[config.mk]
export PLATFORM = sky130hd
export DESIGN_NAME = cfg_bcast_regfile
export DESIGN_NICKNAME = d
export VERILOG_FILES = /design/src/rtl/cfg_bcast_pkg.sv /design/src/rtl/cfg_mask_reg.sv /design/src/rtl/cfg_global_bank.sv /design/src/rtl/cfg_chan_bank.sv /design/src/rtl/cfg_bcast_regfile.sv
export SDC_FILE = /design/constraint.sdc
export NUM_CORES = 1
export LEC_CHECK = 0
export ABC_AREA = 1
export BUFFER_PORTS_ARGS = -buffer_cell sky130_fd_sc_hd__buf_2
export CAP_MARGIN = 20
export CELL_PAD_IN_SITES_DETAIL_PLACEMENT = 1
export CELL_PAD_IN_SITES_GLOBAL_PLACEMENT = 1
export CORE_MARGIN = 1
export CORE_UTILIZATION = 40
export CTS_BUF_LIST = sky130_fd_sc_hd__clkbuf_4 sky130_fd_sc_hd__clkbuf_8
export CTS_CLUSTER_DIAMETER = 80
export DETAILED_ROUTE_END_ITERATION = 10
export PLACE_DENSITY_LB_ADDON = 0.08
export SYNTH_ARGS = -nofsm -noshare
export SYNTH_HDL_FRONTEND = slang
export SYNTH_SLANG_ARGS = --single-unit
[constraint.sdc]
create_clock -name clk -period 2.03 [get_ports clk]
set_clock_uncertainty 0.2 [all_clocks]
set_input_delay 0.406 -clock clk [delete_from_list [all_inputs] [get_ports clk]]
set_output_delay 0.406 -clock clk [all_outputs]
set_load 0.02 [all_outputs]
[src/rtl/cfg_bcast_pkg.sv]
package cfg_bcast_pkg;

   typedef enum int {
      ROLE_RX_STATIC = 0,
      ROLE_TX_STATIC = 1,
      ROLE_DYNAMIC   = 2
   } bank_role_e;

   function automatic int chan_bank_index(input int ch, input int role, input int per_ch);
      return ch * per_ch + role;
   endfunction

endpackage

[src/rtl/cfg_mask_reg.sv]
module cfg_mask_reg #(
   parameter int              DW      = 8,
   parameter logic [DW-1:0]   RST_VAL = '1
) (
   input  logic          clk,
   input  logic          rst_n,
   input  logic          hit,
   input  logic [DW-1:0] wr_data,
   output logic [DW-1:0] mask
);

   always_ff @(posedge clk) begin
      if (!rst_n)
         mask <= RST_VAL;
      else if (hit)
         mask <= wr_data;
   end

endmodule

[src/rtl/cfg_global_bank.sv]
module cfg_global_bank #(
   parameter int            DW      = 8,
   parameter int            EN_BIT  = 0,
   parameter logic [DW-1:0] RST_VAL = '0
) (
   input  logic          clk,
   input  logic          rst_n,
   input  logic          hit,
   input  logic [DW-1:0] mask,
   input  logic [DW-1:0] wr_data,
   output logic          force_now
);

   logic [DW-1:0] q;
   logic [DW-1:0] merged;

   always_comb merged = (q & ~mask) | (wr_data & mask);

   assign force_now = hit & merged[EN_BIT];

   always_ff @(posedge clk) begin
      if (!rst_n)
         q <= RST_VAL;
      else if (hit)
         q <= merged;
   end

endmodule

[src/rtl/cfg_chan_bank.sv]
module cfg_chan_bank #(
   parameter int            DW        = 8,
   parameter int            EN_BIT    = 0,
   parameter int            PULSE_BIT = 1,
   parameter bit            SELF_CLR  = 1'b0,
   parameter logic [DW-1:0] RST_VAL   = '0
) (
   input  logic          clk,
   input  logic          rst_n,
   input  logic [DW-1:0] mask,
   input  logic [DW-1:0] wr_data,
   input  logic          direct_hit,
   input  logic          gbl_hit,
   input  logic          gbl_force,
   output logic [DW-1:0] q
);

   localparam logic [DW-1:0] PSEL = SELF_CLR ? (DW'(1) << PULSE_BIT) : '0;

   logic          take;
   logic [DW-1:0] merged;
   logic [DW-1:0] nxt;

   always_comb begin
      take   = direct_hit | (gbl_hit & (q[EN_BIT] | gbl_force));
      merged = (q & ~mask) | (wr_data & mask);
      nxt    = take ? merged : q;
   end

   generate
      if (SELF_CLR) begin : g_selfclr
         always_ff @(posedge clk) begin
            if (!rst_n)
               q <= RST_VAL;
            else
               q <= take ? nxt : (nxt | PSEL);
         end

         AST_PULSE_RETURNS: assert property (@(posedge clk) disable iff (!rst_n)
            !take |=> q[PULSE_BIT]);
      end else begin : g_plain
         always_ff @(posedge clk) begin
            if (!rst_n)
               q <= RST_VAL;
            else
               q <= nxt;
         end
      end
   endgenerate

   AST_MASKED_KEPT: assert property (@(posedge clk) disable iff (!rst_n)
      take |=> (((q ^ $past(q)) & ~$past(mask) & ~PSEL) == '0));

   AST_IDLE_HOLD: assert property (@(posedge clk) disable iff (!rst_n)
      (!direct_hit && !gbl_hit) |=> ((q & ~PSEL) == ($past(q) & ~PSEL)));

   AST_BCAST_BLOCKED: assert property (@(posedge clk) disable iff (!rst_n)
      (gbl_hit && !direct_hit && !q[EN_BIT] && !gbl_force)
         |=> ((q & ~PSEL) == ($past(q) & ~PSEL)));

endmodule

[src/rtl/cfg_bcast_regfile.sv]
module cfg_bcast_regfile #(
   parameter int  NUM_CH       = 4,
   parameter int  BANKS_PER_CH = 3,
   parameter int  DW           = 8,
   parameter int  AW           = 4,
   parameter int  EN_BIT       = 0,
   parameter int  PULSE_BIT    = 1,
   parameter int  PULSE_ROLE   = 2,
   parameter logic [BANKS_PER_CH*DW-1:0] RST_ROLES = 24'hADB3BF,
   parameter logic [DW-1:0] RST_GLOBAL = '0,
   parameter logic [DW-1:0] RST_MASK   = '1,
   localparam int CH_BANKS  = NUM_CH * BANKS_PER_CH,
   localparam int OUT_W     = CH_BANKS * DW
) (
   input  logic              clk,
   input  logic              rst_n,
   input  logic              wr_en,
   input  logic [AW-1:0]     wr_addr,
   input  logic [DW-1:0]     wr_data,
   output logic [OUT_W-1:0]  cfg_out,
   output logic [NUM_CH-1:0] pa_rst_n
);

   import cfg_bcast_pkg::*;

   localparam int GBL_BASE  = CH_BANKS;
   localparam int MASK_IDX  = CH_BANKS + BANKS_PER_CH;
   localparam int NUM_BANKS = 1 << AW;

   generate
      if (MASK_IDX + 1 != NUM_BANKS) begin : g_bad_map
         $error("address space must hold channel, global and mask banks exactly");
      end
      if (EN_BIT >= DW || PULSE_BIT >= DW || EN_BIT == PULSE_BIT) begin : g_bad_bits
         $error("enable and pulse bit positions must be distinct and inside a bank");
      end
      if (PULSE_ROLE >= BANKS_PER_CH) begin : g_bad_role
         $error("pulse role must name an existing bank role");
      end
   endgenerate

   logic [NUM_BANKS-1:0]    hit;
   logic [DW-1:0]           mask;
   logic [BANKS_PER_CH-1:0] g_force;

   always_comb begin
      hit = '0;
      if (wr_en)
         hit[wr_addr] = 1'b1;
   end

   cfg_mask_reg #(.DW(DW), .RST_VAL(RST_MASK)) u_mask (
      .clk     (clk),
      .rst_n   (rst_n),
      .hit     (hit[MASK_IDX]),
      .wr_data (wr_data),
      .mask    (mask)
   );

   genvar r, c;
   generate
      for (r = 0; r < BANKS_PER_CH; r++) begin : g_gbl
         cfg_global_bank #(.DW(DW), .EN_BIT(EN_BIT), .RST_VAL(RST_GLOBAL)) u_gbl (
            .clk       (clk),
            .rst_n     (rst_n),
            .hit       (hit[GBL_BASE + r]),
            .mask      (mask),
            .wr_data   (wr_data),
            .force_now (g_force[r])
         );
      end

      for (c = 0; c < NUM_CH; c++) begin : g_ch
         for (r = 0; r < BANKS_PER_CH; r++) begin : g_role
            localparam int IDX = chan_bank_index(c, r, BANKS_PER_CH);
            logic [DW-1:0] q;

            cfg_chan_bank #(
               .DW        (DW),
               .EN_BIT    (EN_BIT),
               .PULSE_BIT (PULSE_BIT),
               .SELF_CLR  (r == PULSE_ROLE),
               .RST_VAL   (RST_ROLES[r*DW +: DW])
            ) u_bank (
               .clk        (clk),
               .rst_n      (rst_n),
               .mask       (mask),
               .wr_data    (wr_data),
               .direct_hit (hit[IDX]),
               .gbl_hit    (hit[GBL_BASE + r]),
               .gbl_force  (g_force[r]),
               .q          (q)
            );

            assign cfg_out[IDX*DW +: DW] = q;

            if (r == PULSE_ROLE) begin : g_pulse
               assign pa_rst_n[c] = q[PULSE_BIT];
            end
         end
      end
   endgenerate

endmodule

## After elaboration in Yosys (flattened, before gate mapping)

Cells that the tools add are included.

- Register bits after elaboration: 128
- Input bits: 15
- Output and inout port bits: 100
- Logic and storage cells: 101

- $lt $le $gt $ge: 2
- Multiplexer cells: 11
- Bitwise logic cells: 71
- Reduce and logical (&&, ||, !) cells: 1

Operator list:

| cell | number |
|---|---|
| $and 8x8->8 | 16 |
| $or 8x8->8 | 15 |
| $mux 8 | 4 |
| $or 1x1->1 | 24 |
| $mux 16 | 1 |
| $and 1x1->1 | 15 |
| $mux 2 | 4 |
| $not 8->8 | 1 |
| $lt 4x5->1 const B | 1 |
| $demux 1 s4 | 1 |
| $ge 4x1->1 const B | 1 |
| $logic_and 1x1->1 | 1 |
| $mux 1 | 1 |

## Longest topological paths before layout

Gate-level depths: netlist of the first run.

- Depth in word-level cells: 11
- Mapped depth: 9
- Gate-level depth less buffers: 8

## Modules after synthesis

From an unflattened synthesis of the first run, not the netlist that was laid out.

- Cell total of the unflattened synthesis: 672
- Area total of the unflattened synthesis: 4,849.7 µm²

By module, submodules not included:

| module | times used | cells an instance | area each (µm²) | seq. area each (µm²) |
|---|---|---|---|---|
| cfg_chan_bank at g_ch[0].g_role[1].u_bank ... | 4 | 48 | 356.6 | 160.2 |
| cfg_chan_bank at g_ch[0].g_role[2].u_bank ... | 4 | 48 | 352.8 | 160.2 |
| cfg_chan_bank at g_ch[0].g_role[0].u_bank ... | 4 | 46 | 344.1 | 160.2 |
| cfg_mask_reg | 1 | 35 | 280.3 | 160.2 |
| cfg_global_bank | 3 | 11 | 66.3 | 20.0 |
| cfg_bcast_regfile | 1 | 36 | 156.4 | 0.0 |

## Worst setup path after synthesis of the first run

Ideal clock, no wire load.

- Kind: input to register
- Start: input port wr_en
- End: register with a tool-made name
- Setup time: 134 ps
- Data arrival time: 1,354 ps
- Required time: 1,696 ps
- Slack: 343 ps
- Stages: 9
- Path buffers: 2
- Cell sequence: buf_2 nand3_4 nor2_4 nand2_1 o21ai_2 buf_6 nand2_1 nand2_1 nand3_1

RTL lines:

| element | line | source |
|---|---|---|
| start: declaration | cfg_bcast_regfile.sv:17 | `input logic wr_en,` |

==> impl_metrics.csv, run 1 <==
group,metric,value,unit
sta,slew_viol_final,0,
cells_and_area,multi_input_area,2260,um^2
sta,worst_pin_slew,739,ps
placed_design,dp_hpwl,10700,um
flow_run,drv_cap,0,
sta,max_freq,561,MHz
setup_path,cp-start-kind,"flop",
logic_synthesis,yosys.area.top_type,"dfxtp_1",
cells_and_area,nets,763,
logic_synthesis,netlist_area,4850,um^2
clocking,post_cts_resized,0,
logic_synthesis,synth_edf_count,0,
routing,wl,15300,um
setup_path,r2r_slack,250,ps
hold_path,holdPathStages,3,
pwr,power_density,754,nW/um^2
cells_and_area,fin_util,49.0,%
routing,post_drt_wl_per_cell,17.1,um
placed_design,gp_congestion,0.837,
logic_synthesis,async_flop_share,0,%
cells_and_area,layout-drive-gt1-share,26.8,%
clocking,cts_tree,"done",
pwr,power,4.29,mW
die,die_h,112,um
routing,drtIter0Drc,309,
logic_synthesis,ys_types,25,
grt,antenna_found_initial,0,
die,rows,39,
clocking,root_buffer,"clkbuf_8",
setup_path,startpoint,"u_mask.mask[0]",
routing,drtPass1Iterations,8,
logic_synthesis,synth.most_common_cell,"nand2_1",
clocking,htree_levels,3,
clocking,holdBufCountCts,0,
logic_synthesis,yosys_warnings,0,
sta,rsz0062_at_grt,"false",
clocking,cts_inserted_buffers,9,
routing,route.detailed.drc,6,
logic_synthesis,seq_area_frac_synth,44.2,%
logic_synthesis,synth_fp_nets,670,
setup_path,regToRegStartpoint,"u_mask.mask[0]",
setup_path,crit_fanout,16,
pwr,p_leak,2.68,nW
grt,grtUsageMet3,3.94,%
logic_synthesis,synth_area_leaders,"dfxtp_1 (44%), nand2_1 (16%), nand3_1 (14%)",
logic_synthesis,synth_top_area_share,44.2,%
grt,grt_overflow_total,0,
logic_synthesis,ys.flop_type,"dfxtp_1",
clocking,clock-sinks,107,
grt,grt_pass1_wl,24200,um
placed_design,portBuffers,114,
setup_path,end_kind,"flop",
logic_synthesis,syn_inst,655,
die,core_area,11600,um^2
die,die_w,112,um
die,die_area,12600,um^2
cells_and_area,n_antenna_cell,0,
sta,setup_viol_count_final,0,
grt,grt_max_degree,63,
logic_synthesis,synth_common_cells,"nand2_1 (212), nand3_1 (135), dfxtp_1 (107), a21oi_1 (40), nor2_1 (27)",
routing,vias,4726,
sta,slew_headroom,50.6,%
setup_path,ff2ff_path_depth,7,
routing,routed_via_density,5.27,
cells_and_area,fill_cells,1495,
sta,min_period_over_period,87.8,%
clocking,cts_buffer_depth,2,
cells_and_area,final-seq-area,2140,um^2
status,violations,"design-rule violations",
clocking,clkTransAtPathRegs,100,ps
grt,use_met2,39.5,%
routing,postRouteAntennaNets,0,
sta,period_minus_slack,1780,ps
clocking,cts_setup_buffers,0,
status,status,"complete, but fails checks",
grt,grt_use_total,25.0,%
sta,finalSetupTns,0,ps
grt,grt_pass1_vias,4491,
grt,use_met1,34.3,%
sta,hold-worst-slack,65.4,ps
setup_path,crit_type,"reg2reg",
logic_synthesis,synth_seq_cells,107,
die,boundaryPins,115,
setup_path,cp_data_arrival_time,1860,ps
cells_and_area,area_growth,17.3,%
sta,finalHoldViolCount,0,
grt,grt-busiest-layer,"met2",
clocking,clk_latency,380,ps
hold_path,hold_class,"in2reg",
die,initial_utilization,41.8,%
setup_path,cp_data_required_time,2110,ps
logic_synthesis,synth.avg_cell_area,7.41,um^2
pwr,ir_drop,341,uV
cells in the final DEF (no fill, tap or decap):
cell and n:
a21oi_1 40, a21oi_2 15, buf_12 4, buf_2 114, buf_4 21, bufinv_16 1, clkbuf_4 2, clkbuf_8 11
clkinv_1 1, clkinv_2 1, dfxtp_1 107, inv_1 18, inv_2 4, inv_6 1, nand2_1 212, nand2_2 7
nand3_1 135, nand3_2 3, nand3_4 2, nand4_1 2, nor2_1 27, nor2_2 3, nor2_4 3, o211ai_1 6
o21ai_0 3, o21ai_2 4, o21ai_4 5, or2_4 1
how the worst min path moves through the flow:
stage	slack, ps	from	endpoint
finish	70	wr_data[0]	u_mask.mask[0]
global route	80	wr_data[1]	u_mask.mask[1]
CTS	50	wr_data[0]	u_mask.mask[0]
detailed placement	240	flop	flop
global placement	230	flop	flop
floorplan	250	g_gbl[2].u_gbl.q[0]	g_gbl[2].u_gbl.q[0]
kinds of logic after synthesis:
| logic type | after synthesis | synth area share [%] |
|---|---|---|
| DFF | 107 | 44.2 |
| buffers and inverters | 80 | 9.18 |
| AOI/OAI and AO/OA | 73 | 10.5 |
| and+or+nand+nor | 395 | 36.2 |
metrics by stage:
| step | std cells | cell area (um^2) | setup slack (ps) |
|---|---|---|---|
| finish | 896 | 5690 | 249 |
| global route | 896 | 5690 | 118 |
| CTS | 896 | 5690 | 252 |
| detailed placement | 880 | 5480 | 9.56 |
| global placement | 880 | 5480 | 83.0 |
| floorplan | 655 | 4850 | 343 |
metal layers:
layer | part of all wire (%) | wire, um | vias up
li1 | - | - | 2312
met1 | 47 | 7200 | 2310
met2 | 47 | 7180 | 88
met3 | 4.3 | 651 | 16
met4 | 1.8 | 279 | 0
met5 | 0 | 0 | -
cell type report:
class	instances	share of cell area, %
Clock buffer	13	2.93
Sequential cell	107	37.7
Clock inverter	3	0.770
Multi-Input combinational cell	468	39.8
Inverter	23	1.52
Timing Repair Buffer	139	14.2
Tap cell	143	3.14
worst max-delay path, cell delays in order (launching register included):
cell and delay [ps]:
dfxtp_1 380, inv_1 120, nand2_1 140, nand2_1 60, nand2_1 110, nand3_2 340, a21oi_1 240, nand2_1 70
power by group:
group          internal, mW  switching, mW
Combinational         0.197          0.429
Sequential             2.19         0.0608
Clock                 0.670          0.750
Total                  3.05           1.24
Power figures use the tool's default switching activity.
==> inputs of run 2 (changes only) <==
--- a/config.mk
+++ b/config.mk
@@ -6,15 +6,15 @@
 export NUM_CORES = 1
 export LEC_CHECK = 0
 export ABC_AREA = 1
-export BUFFER_PORTS_ARGS = -buffer_cell sky130_fd_sc_hd__buf_2
 export CAP_MARGIN = 20
 export CELL_PAD_IN_SITES_DETAIL_PLACEMENT = 1
 export CELL_PAD_IN_SITES_GLOBAL_PLACEMENT = 1
 export CORE_MARGIN = 1
-export CORE_UTILIZATION = 40
+export CORE_UTILIZATION = 50
 export CTS_BUF_LIST = sky130_fd_sc_hd__clkbuf_4 sky130_fd_sc_hd__clkbuf_8
-export CTS_CLUSTER_DIAMETER = 80
+export CTS_CLUSTER_DIAMETER = 40
 export DETAILED_ROUTE_END_ITERATION = 10
+export DONT_BUFFER_PORTS = 1
 export PLACE_DENSITY_LB_ADDON = 0.08
 export SYNTH_ARGS = -nofsm -noshare
 export SYNTH_HDL_FRONTEND = slang
==> constraint.sdc (replaced) <==
create_clock -name clk -period 2.2 [get_ports clk]
set_clock_uncertainty 0.2 [all_clocks]
set_input_delay 0.44 -clock clk [delete_from_list [all_inputs] [get_ports clk]]
set_output_delay 0.44 -clock clk [all_outputs]
set_load 0.02 [all_outputs]
==> run 2 against run 1 <==
The run now ends clean. Combinational power down 44%. Sequential power down 3%. Sequential cell count unchanged. Utilization up 5.6 points. Critical path type unchanged. Largest cell class unchanged.
==> impl_metrics.csv, run 2 (synthesis gave the netlist of run 1 again) <==
group,metric,value,unit
status,status,"complete, no violations",
setup_path,path_cells,"inv_1, nand2_1, nand2_1, nand2_2, nand3_4, nand3_1, nand3_1, dlygate4sd3_1",
placed_design,preCtsSetupSlack,239,ps
grt,grt_pass1_wl,22400,um
pwr,power.share.clock,31.5,%
clocking,htree_levels,3,
pwr,power_frac_comb,9.5,%
grt,grt_pass1_vias,4281,
sta,setup_viol_count_final,0,
setup_path,r2r_slack,180,ps
pwr,switching_power,1.11,mW
routing,vias,4280,
sta,rsz0062_at_grt,"false",
sta,worst_pin_slew,808,ps
sta,finalSetupTns,0,ps
cells_and_area,instances_no_fill,767,
clocking,cts_buffer_depth,2,
setup_path,regToRegStartpoint,"u_mask.mask[0]",
routing,postRouteAntennaNets,0,
die,boundaryPins,115,
setup_path,crit_type,"reg2reg",
setup_path,crit_slowest_cell,"dlygate4sd3_1",
routing,route.detailed.drc,0,
setup_path,end_kind,"flop",
sta,setup_ws,183,ps
pwr,seqPwrFrac,58.9,%
clocking,clkTransAtPathRegs,110,ps
clocking,cts_tree,"done",
cells_and_area,layout-drive-gt1-share,12.9,%
cells_and_area,area_growth,4.87,%
die,rows,35,
die,die_area,10100,um^2
sta,max_freq,496,MHz
cells_and_area,nets,649,
setup_path,crit_fanout,7,
clocking,cts_inserted_buffers,9,
grt,grt_max_degree,76,
sta,slew_viol_final,0,
placed_design,portBuffers,0,
placed_design,gp_congestion,0.874,
clocking,root_buffer,"clkbuf_8",
grt,grt_use_total,28.9,%
cells_and_area,layout_common_cells,"nand2_1 (211), nand3_1 (135), dfxtp_1 (107)",
hold_path,hold_path_startpoint,"wr_data[2]",
grt,grt_overflow_total,0,
sta,min_period_over_period,91.7,%
hold_path,holdPathStages,2,
die,initial_utilization,52.0,%
sta,period_minus_slack,2020,ps
routing,post_drt_wl_per_cell,18.5,um
setup_path,cp-start-kind,"flop",
cells_and_area,n_antenna_cell,0,
die,core_area,9330,um^2
grt,antenna_found_initial,0,
die,die_h,100,um
pwr,p_sw_share,30.0,%
placed_design,dp.cells,741,
routing,drtPass1Iterations,5,
sta,slew_headroom,46.1,%
setup_path,ff2ff_path_depth,8,
setup_path,critPathMaxStageDelay,550,ps
die,die_w,100,um
routing,drtIter0Drc,174,
cells_and_area,layout_commonest_cell,"nand2_1",
routing,routed_via_density,5.58,
setup_path,cp_data_required_time,2280,ps
pwr,internal_power,2.59,mW
placed_design,dp_hpwl,9220,um
pwr,ir_drop,342,uV
hold_path,hold_class,"in2reg",
setup_path,cp_data_arrival_time,2090,ps
clocking,clk_latency,380,ps
flow_run,drv_cap,0,
pwr,p_leak,2.27,nW
sta,finalHoldViolCount,0,
pwr,power_density,729,nW/um^2
routing,wl,14200,um
clocking,clock-sinks,107,
[run 2: cell type report]
type	count	area (um^2)
clock buffer	10	138
timing repair buffer	25	248
clock inverter	5	46.3
tap	129	161
multi-input combinational	468	2270
sequential	107	2140
inverter	23	86.3
fill	1209	4240
[run 2: routing by layer]
layer / wire length, um / global-route usage (%)
met5: 0 / 0
met3: 1020 / 6.73
met2: 6830 / 48.3
met1: 6030 / 36.5
met4: 287 / 10.3
[run 2: power by group through the flow]
stage                     registers [mW]  clock network (mW)  logic (mW)
after detailed placement            2.23                   0       0.310
after global routing                2.20                1.28       0.398
after global placement              2.23                   0       0.294
after floorplan                     2.20                   0       0.305
after CTS                           2.19                1.20       0.346
final                               2.19                1.17       0.352
[run 2: worst max path at each step]
stage	start	end	slack (ps)	cells past startpoint
final	u_mask.mask[0]	flop	180	8
after global routing	u_mask.mask[7]	flop	70	4
after CTS	u_mask.mask[0]	flop	20	8
after detailed placement	wr_data[0]	flop	240	6
after global placement	wr_addr[0]	flop	320	7
after floorplan	wr_en	flop	480	9
[run 2: worst max-delay path: cells and delay by family, from the launching register on]
kind | cells | cell delay (ps)
buf+inv | 2 | 670
flops | 1 | 410
simple gates | 6 | 660
[run 2: timing repair]
| item | 4_1_cts | 5_1_grt |
|---|---|---|
| gates resized for setup | 0 | 1 |
| hold buffers | 7 | 0 |
| setup buffers | 0 | 4 |
| setup endpoints to repair | 0 | 1 |
| hold endpoints to repair | 78 | 0 |
[run 2: through the flow]
step                      cell area, um^2  util [%]  hold WS, ps  total power [mW]
final                                5090      54.5         7.31              3.71
after global routing                 5090      54.5         3.63              3.88
after CTS                            5050      54.2         1.13              3.73
after detailed placement             4780      51.3          280              2.54
after global placement               4780      51.3          265              2.52
after floorplan                      4850         -          250              2.50
==> inputs of run 3 (changes only) <==
--- a/config.mk
+++ b/config.mk
@@ -9,7 +9,7 @@
 export CAP_MARGIN = 20
 export CELL_PAD_IN_SITES_DETAIL_PLACEMENT = 1
 export CELL_PAD_IN_SITES_GLOBAL_PLACEMENT = 1
-export CORE_MARGIN = 1
+export CORE_MARGIN = 4
 export CORE_UTILIZATION = 50
 export CTS_BUF_LIST = sky130_fd_sc_hd__clkbuf_4 sky130_fd_sc_hd__clkbuf_8
 export CTS_CLUSTER_DIAMETER = 40
==> run 3 against run 2 <==
Highest routed layer unchanged. Sequential power about the same. Routed wire length grew 5.3%. Utilization fell by 0.38 points. Non-clock buffer count fell by 7. Clock-buffer cell count rose by 1. Via count is 1.2% higher. Critical path depth decreased by 2. Setup slack better by 130 ps. Sequential share of layout area rose by 0.29 points. Hold slack got worse by 3.5 ps.
==> impl_metrics.csv, run 3 (synthesis gave the netlist of run 1 again) <==
group,metric,value,unit
status,status,"complete, no violations",
sta,setup_ws,311,ps
routing,wl,14900,um
clocking,clk_latency,380,ps
pwr,power_density,759,nW/um^2
sta,setup_viol_count_final,0,
setup_path,cp_data_arrival_time,1950,ps
placed_design,gp_congestion,0.957,
cells_and_area,nets,642,
grt,grt_pass1_wl,24200,um
clocking,clock-sinks,107,
cells_and_area,fin_util,54.2,%
die,die_h,106,um
die,boundaryPins,115,
cells_and_area,layout-drive-gt1-share,12.0,%
sta,period_minus_slack,1890,ps
sta,slew_headroom,44.1,%
sta,slew_viol_final,0,
routing,route.detailed.drc,0,
sta,finalSetupTns,0,ps
grt,grt_overflow_total,0,
die,core_area,9330,um^2
placed_design,portBuffers,0,
hold_path,hold_class,"in2reg",
sta,min_period_over_period,85.9,%
placed_design,dp_hpwl,9890,um
sta,finalHoldViolCount,0,
routing,routed_via_density,5.69,
die,die_w,106,um
cells_and_area,layout_common_cells,"nand2_1 (212), nand3_1 (135), dfxtp_1 (107)",
routing,drtPass1Iterations,4,
sta,worst_pin_slew,837,ps
clocking,htree_levels,3,
grt,antenna_found_initial,0,
sta,rsz0062_at_grt,"false",
die,rows,35,
pwr,ir_drop,419,uV
clocking,cts_inserted_buffers,9,
clocking,cts_tree,"done",
die,die_area,11300,um^2
die,initial_utilization,52.0,%
grt,grt_use_total,27.1,%
grt,grtUsageMet3,8.01,%
setup_path,r2r_slack,310,ps
grt,grt_max_degree,71,
placed_design,preCtsSetupSlack,232,ps
routing,vias,4330,
grt,grt_pass1_vias,4487,
cells_and_area,n_antenna_cell,0,
setup_path,crit_fanout,15,
grt,use_met1,32.6,%
clocking,cts_setup_buffers,0,
cells_and_area,area_growth,4.15,%
flow_run,drv_cap,0,
clocking,cts_buffer_depth,2,
routing,postRouteAntennaNets,0,
cells_and_area,layout_commonest_cell,"nand2_1",
grt,grt-busiest-layer,"met2",
setup_path,end_kind,"flop",
sta,max_freq,529,MHz
grt,use_met2,46.0,%
routing,drtIter0Drc,225,
routing,post_drt_wl_per_cell,19.6,um
setup_path,cp_data_required_time,2260,ps
pwr,p_leak,2.26,nW
clocking,root_buffer,"clkbuf_8",
setup_path,crit_type,"reg2reg",
setup_path,cp-start-kind,"flop",
sta,hold-worst-slack,3.84,ps
clocking,clkTransAtPathRegs,110,ps
==> run 3: routing by layer <==
| layer | up-vias | part of all wire, % |
|---|---|---|
| met5 | - | 0 |
| met4 | 0 | 2.2 |
| met3 | 24 | 8.8 |
| met2 | 118 | 49 |
| met1 | 2116 | 41 |
| li1 | 2072 | - |
==> run 3: cell type report <==
type                    instances  area [um^2]
fillers                      1203         4280
inverters                      23         86.3
clock buffers                  11          139
flip-flops and latches        107         2140
clock inverters                 5         67.6
repair buffers                 18          193
well taps                     129          161
multi-input cells             468         2260
==> run 3: worst max-delay path, cell delays in order (launching register included) <==
cell     delay, ps
dfxtp_1        350
nand2_1        340
nand2_1        130
nand2_2        100
nand3_2        320
a21oi_1        260
nand2_1         70
==> run 3: path summary, 6_finish.rpt <==
kind	start	endpoint	cells after the start
worst max-delay path	u_mask.mask[0]	flop	6
worst min-delay path	wr_data[2]	flop	2
worst max register to register	u_mask.mask[0]	flop	6
worst min register to register	g_gbl[1].u_gbl.q[0]	g_gbl[1].u_gbl.q[0]	2
==> run 3: repair_timing <==
action	in CTS	in global routing
setup endpoints to repair	0	0
hold endpoints to repair	70	0
hold buffers	6	0
resized for setup	0	0
==> run 3: per-stage QoR <==
step | instance area (um^2) | cells | power (mW)
finish | 5050 | 761 | 3.84
CTS | 5050 | 761 | 3.85
detailed placement | 4770 | 739 | 2.55
floorplan | 4850 | 655 | 2.50
global placement | 4770 | 739 | 2.53
global route | 5050 | 761 | 3.99
==> run 3: power breakdown <==
group | switching [mW] | internal, mW
sequential | 0.174 | 2.02
combinational | 0.232 | 0.117
clock | 0.724 | 0.572
